## config.mk

```make
export PLATFORM = sky130hd
export DESIGN_NAME = doorbell_mbox
export DESIGN_NICKNAME = d
export VERILOG_FILES = /design/src/rtl/doorbell_mbox_pkg.sv /design/src/rtl/mbox_decode.sv /design/src/rtl/mbox_channel.sv /design/src/rtl/doorbell_mbox.sv
export SDC_FILE = /design/constraint.sdc
export NUM_CORES = 1
export LEC_CHECK = 0
export CAP_MARGIN = 20
export CORE_MARGIN = 1
export CORE_UTILIZATION = 60
export DETAILED_ROUTE_END_ITERATION = 12
export DONT_BUFFER_PORTS = 1
export GPL_TIMING_DRIVEN = 0
export PLACE_DENSITY = 0.76
export SLEW_MARGIN = 25
export SYNTH_ARGS = -nofsm -noshare
export SYNTH_HDL_FRONTEND = slang
export SYNTH_SLANG_ARGS = --single-unit
```

## constraint.sdc

```tcl
create_clock -name clk_i -period 3.98 [get_ports clk_i]
set_input_delay 0.796 -clock clk_i [delete_from_list [all_inputs] [get_ports clk_i]]
set_output_delay 0.796 -clock clk_i [all_outputs]
set_load 0.005 [all_outputs]
```

## src/rtl/doorbell_mbox_pkg.sv

```systemverilog
package doorbell_mbox_pkg;
  localparam int NUM_CH   = 2;   // 0: response, 1: request
  localparam int OFF_STAT = 'h00;
  localparam int OFF_SET  = 'h08;
  localparam int OFF_CLR  = 'h10;

  function automatic int ch_base(int ch);
    return 'h200 + ch * 'h100;
  endfunction
endpackage

```

## src/rtl/mbox_decode.sv

```systemverilog
module mbox_decode
  import doorbell_mbox_pkg::*;
#(
  parameter int ADDR_W = 12
) (
  input  logic              clk_i,
  input  logic              rst_ni,
  input  logic              access_i,
  input  logic [ADDR_W-1:0] addr_i,
  output logic [NUM_CH-1:0] stat_hit_o,
  output logic [NUM_CH-1:0] set_hit_o,
  output logic [NUM_CH-1:0] clr_hit_o
);
  for (genvar c = 0; c < NUM_CH; c++) begin : g_ch
    localparam logic [ADDR_W-1:0] A_STAT = ADDR_W'(ch_base(c) + OFF_STAT);
    localparam logic [ADDR_W-1:0] A_SET  = ADDR_W'(ch_base(c) + OFF_SET);
    localparam logic [ADDR_W-1:0] A_CLR  = ADDR_W'(ch_base(c) + OFF_CLR);
    assign stat_hit_o[c] = access_i && (addr_i == A_STAT);
    assign set_hit_o[c]  = access_i && (addr_i == A_SET);
    assign clr_hit_o[c]  = access_i && (addr_i == A_CLR);
  end


  one_target_chk: assert property (@(posedge clk_i) disable iff (!rst_ni)
    $onehot0({stat_hit_o, set_hit_o, clr_hit_o}));

  no_hit_idle_chk: assert property (@(posedge clk_i) disable iff (!rst_ni)
    !access_i |-> ({stat_hit_o, set_hit_o, clr_hit_o} == '0));
endmodule

```

## src/rtl/mbox_channel.sv

```systemverilog
module mbox_channel #(
  parameter int DATA_W = 32
) (
  input  logic              clk_i,
  input  logic              rst_ni,
  input  logic              stat_hit_i,
  input  logic              set_hit_i,
  input  logic              clr_hit_i,
  input  logic              write_i,
  input  logic              nonsec_i,
  input  logic [DATA_W-1:0] wdata_i,
  output logic [DATA_W-1:0] rdata_o,
  output logic              irq_o
);
  localparam int FLAG = DATA_W - 1;
  localparam logic [DATA_W-1:0] SLOT_MASK = {1'b0, {FLAG{1'b1}}};

  logic [DATA_W-1:0] status_q, status_d, set_vec, clr_vec;
  logic any_hit, sec_set, sec_clr;

  assign any_hit = stat_hit_i || set_hit_i || clr_hit_i;
  assign sec_set = set_hit_i && write_i && !nonsec_i;
  assign sec_clr = clr_hit_i && write_i && !nonsec_i;

  always_comb begin
    set_vec = '0;
    clr_vec = '0;
    if (any_hit && nonsec_i) set_vec[FLAG] = 1'b1;
    if (sec_set) set_vec = set_vec | (wdata_i & SLOT_MASK);
    if (sec_clr) clr_vec = wdata_i;
    // clear first, then set
    status_d = (status_q & ~clr_vec) | set_vec;
  end

  always_ff @(posedge clk_i or negedge rst_ni) begin
    if (!rst_ni) status_q <= '0;
    else         status_q <= status_d;
  end

  assign rdata_o = (stat_hit_i && !write_i && !nonsec_i) ? status_q : '0;
  assign irq_o   = |status_q[FLAG-1:0];


  set_bits_chk: assert property (@(posedge clk_i) disable iff (!rst_ni)
    sec_set |=> (((($past(wdata_i)) & SLOT_MASK) & ~status_q) == '0));

  clr_bits_chk: assert property (@(posedge clk_i) disable iff (!rst_ni)
    sec_clr |=> ((status_q & $past(wdata_i)) == '0));

  ns_slots_chk: assert property (@(posedge clk_i) disable iff (!rst_ni)
    (any_hit && nonsec_i) |=> (status_q[FLAG] &&
      (status_q[FLAG-1:0] == $past(status_q[FLAG-1:0]))));

  flag_sticky_chk: assert property (@(posedge clk_i) disable iff (!rst_ni)
    (status_q[FLAG] && !(sec_clr && wdata_i[FLAG])) |=> status_q[FLAG]);

  irq_rise_chk: assert property (@(posedge clk_i) disable iff (!rst_ni)
    (sec_set && |wdata_i[FLAG-1:0]) |=> irq_o);

  stat_ro_chk: assert property (@(posedge clk_i) disable iff (!rst_ni)
    (stat_hit_i && write_i && !nonsec_i) |=> $stable(status_q));
endmodule

```

## src/rtl/doorbell_mbox.sv

```systemverilog
module doorbell_mbox
  import doorbell_mbox_pkg::*;
#(
  parameter int ADDR_W = 12,
  parameter int DATA_W = 32
) (
  input  logic              clk_i,
  input  logic              rst_ni,
  input  logic              bus_sel_i,
  input  logic              bus_en_i,
  input  logic              bus_write_i,
  input  logic              bus_nonsec_i,
  input  logic [ADDR_W-1:0] bus_addr_i,
  input  logic [DATA_W-1:0] bus_wdata_i,
  output logic [DATA_W-1:0] bus_rdata_o,
  output logic              req_irq_o,
  output logic              rsp_irq_o
);
  localparam int CH_RSP = 0;
  localparam int CH_REQ = 1;

  logic                access;
  logic [NUM_CH-1:0]   stat_hit, set_hit, clr_hit, irq;
  logic [DATA_W-1:0]   ch_rdata [NUM_CH];

  assign access = bus_sel_i && bus_en_i;

  mbox_decode #(.ADDR_W(ADDR_W)) u_decode (
    .clk_i      (clk_i),
    .rst_ni     (rst_ni),
    .access_i   (access),
    .addr_i     (bus_addr_i),
    .stat_hit_o (stat_hit),
    .set_hit_o  (set_hit),
    .clr_hit_o  (clr_hit)
  );

  for (genvar c = 0; c < NUM_CH; c++) begin : g_ch
    mbox_channel #(.DATA_W(DATA_W)) u_channel (
      .clk_i      (clk_i),
      .rst_ni     (rst_ni),
      .stat_hit_i (stat_hit[c]),
      .set_hit_i  (set_hit[c]),
      .clr_hit_i  (clr_hit[c]),
      .write_i    (bus_write_i),
      .nonsec_i   (bus_nonsec_i),
      .wdata_i    (bus_wdata_i),
      .rdata_o    (ch_rdata[c]),
      .irq_o      (irq[c])
    );
  end

  always_comb begin
    bus_rdata_o = '0;
    for (int c = 0; c < NUM_CH; c++) bus_rdata_o = bus_rdata_o | ch_rdata[c];
  end

  assign req_irq_o = irq[CH_REQ];
  assign rsp_irq_o = irq[CH_RSP];


  rdata_idle_chk: assert property (@(posedge clk_i) disable iff (!rst_ni)
    (!access || bus_write_i || bus_nonsec_i) |-> (bus_rdata_o == '0));

  irq_reset_chk: assert property (@(posedge clk_i) disable iff (!rst_ni)
    $rose(rst_ni) |-> (!req_irq_o && !rsp_irq_o));
endmodule

```

==> results.md <==
* CP max stage delay at ~0.34 ns
* Status: finished clean
* Initial drt markers at between 200 and 250
* Placed Instance Area at 3450 sq um
* Critical path type: in -> out
* Cell Pwr Density at 372 nW/um^2
* Slowest cell on the critical path: clkbuf_1
* R2R setup slack at ~3.2 ns
* Ys Warns at 0
* Clock sinks at 64
* Total GRT Usage at 29.0%
* Detailed Place HPWL at between 5000 and 6000 um
* Final worst setup slack at around 1.1 ns
* Detailed-router iteration count before antenna repair at 4
* Fmax at about 0.34 GHz
* Port Buf Inserts at 0
* Total global routing overflow at 0
* Largest net degree at the start of global routing at 65
* Setup repair bufs after CTS at 0
* Vias in the first global route at between 2000 and 3000
* Share of cells above drive strength 1 at 11.2%
* Max-Slew Margin vs Limit at between 40 and 50%
* Hold Crit Class: in -> async
* Pre-CTS worst setup slack at 1.09 ns
* Max Slew Vio Count at 0
* Distinct cell type count after synthesis at 24
* Clk buf depth at 2
* TritonCTS clock tree: built
* Post-Route Utilization at a little over two thirds
* Die X at just under 80 um
* Gpl congestion at a little under 0.8
* Root Driver: clkbuf_8
* Fin crit period at around 2.9 ns
* Post-Synthesis Cells at roughly 320
* Die Height at 76.8 um
* Worst reg2reg path endpoint: g_ch[1].u_channel.status_q[22]
* Critical Path RT at 3.18 ns
* Routed Antenna Nets at 0
* Top Registers: g_ch.u_channel.status_q: 64 flops
* Crit. Startpoint: bus_addr_i[10]
* Clk slew on worst S/H paths at about 0.08 ns
* Crit path capture type: primary output
* Post-Synthesis Cell Area at 3360 sq um
* Yosys reg bits at 64
* Leak Pwr at 1.62 nW
* Die ar. at 5900 sq um
* Final period util at 73.0%
* Initial Util at between 60 and 70%
* CTS H-tree lvls at 3
* Nets at approximately 380
* Reg2Reg Depth at 1
* Post-synth EDFFs at 0
* Synth Flop Type: dfrtp_1
* Syn avg cell area at ~11 sq um
* Syn nets at 365
* Vias at about 2600
* RSZ-0062 raised after global routing: no
* I/O pin count at between 80 and 90
* DR DRC count at 0
* Finished Layout Cells at approximately 400
* Leading area contributor after synthesis: dfrtp_1
* Synth area leaders: dfrtp_1 48%, a22o_1 16%, mux2i_1 9.5%
* VDD IR max at between 200 and 250 uV
* CTS Buf Count at 9
* CP cell instances: and4bb_2 -> and3_1 -> nand3_1 -> clkbuf_1 -> nor2_1
* Final setup violation count at 0
* Worst skew pair latency at between 0.3 and 0.4 ns
* Synth top area share at between 40% and 50%
* Final wirelength at a little over 8000 um
* Final Cell Area at ~3700 sq um
* CP Launch Type: input pin
* Post_cts resized at 0
* Fillers at 413
* Crit-path max FO at 10
* Sum of negative setup slack at 0 ns
* Arrival time worst endpoint at about 2.1 ns
* Antenna diodes at 0
* Dpl cells at a little under 400
* Tot Pwr at between 1 and 1.5 mW
* Max-cap violations at 0
* Post-DR wirelength/cell at ~20 um
* Clk_skew at 0 ns
* Final hold slack at roughly 0.14 ns
* Max reg flops at between 60 and 70
* Core Footprint at 5240 sq um
* # rows at 26
* Final Hold Fails at 0
* Worst slew pin tran at around 0.79 ns
* Post-synth ARST share at 100%
* Area Overhead vs Synth at 10.2%
* Crit path to: bus_rdata_o[15]
* Area of the multi-input gates at 1540 sq um
* Sequential fraction of the synthesis area at roughly 48%
* Hold buffer count at cts at 0
* Antenna violations before repair at 0
* Vias/cell at 6.44
* FF+latch area at between 1500 and 2000 sq um
* Largest Register: g_ch.u_channel.status_q
* First-pass GRT wire length at between 10000 and 15000 um
* Reg-to-Reg Start: g_ch[1].u_channel.status_q[22]
[critical path: cells and delay by family]
| family | cells | cell delay [ns] |
|---|---|---|
| simple gates | 4 | 0.98 |
| buf+inv | 1 | 0.34 |
[metal layers]
metal  up-vias  wire [um]  global-route usage, %
met5         -          0                      0
met4         0        149                   11.7
met3        13        604                   8.21
met2       115       3980                   47.0
met1      1272       3390                   36.6
li1       1183          -                      -
[kinds of logic after synthesis]
family | count (synthesis) | share of synthesized area (%)
AND/OR/NAND/NOR | 133 | 19.6
AO/OA/AOI/OAI | 64 | 16.7
flip-flops | 64 | 47.7
multiplexers | 32 | 9.54
buffers and inverters | 22 | 6.48
[how the worst min path moves through the flow]
stage,endpoint,slack [ns],cells past startpoint
after floorplan,g_ch[0].u_channel.status_q[31],0.46,1
after global routing,g_ch[0].u_channel.status_q[27],0.12,0
after CTS,g_ch[0].u_channel.status_q[25],0.13,0
after global placement,g_ch[1].u_channel.status_q[31],0.47,1
after detailed placement,g_ch[1].u_channel.status_q[31],0.48,1
final,g_ch[0].u_channel.status_q[27],0.14,0
[synth_stat cells, types with 2 or more instances]
library cell / n
nand2_1: 65
dfrtp_1: 64
a22o_1: 62
nor2_1: 33
mux2i_1: 32
nor4_1: 15
buf_6: 9
buf_8: 6
clkbuf_1: 6
and4_1: 4
nand4_1: 3
nor3_4: 2
o2bb2ai_1: 2
or4_1: 2
[cell type report]
| class | count | share of cell area (%) |
|---|---|---|
| well taps | 70 | 2.37 |
| clock buffers | 11 | 4.09 |
| flip-flops and latches | 64 | 43.3 |
| inverters | 1 | 0.101 |
| clock inverters | 5 | 2.77 |
| multi-input cells | 229 | 41.6 |
| plain buffers | 21 | 5.78 |
[placed cells by master, fill, tap and decap left out]
cell        instances
nor4bb_1            1
clkbuf_8           11
and3_1              1
inv_1               1
nand2_1            65
buf_8               6
nand2_2             1
and4b_1             1
clkinvlp_4          1
nor3_4              2
clkinv_2            1
clkbuf_1            6
a22o_1             62
and4_1              4
and4bb_2            1
bufinv_16           3
nand4_1             3
nor4_4              1
nand3_1             1
nor4_1             15
mux2i_1            32
dfrtp_1            64
buf_6               9
nor4b_2             1
o2bb2ai_1           2
nor2_1             33
nand4b_1            1
or4_1               2
[where the power goes]
part | internal [mW] | switching (mW) | leakage (nW)
Sequential | 0.651 | 0.000465 | 0.895
Combinational | 0.0133 | 0.0132 | 0.602
Clock | 0.449 | 0.250 | 0.126
(Power assumes the default switching activity.)
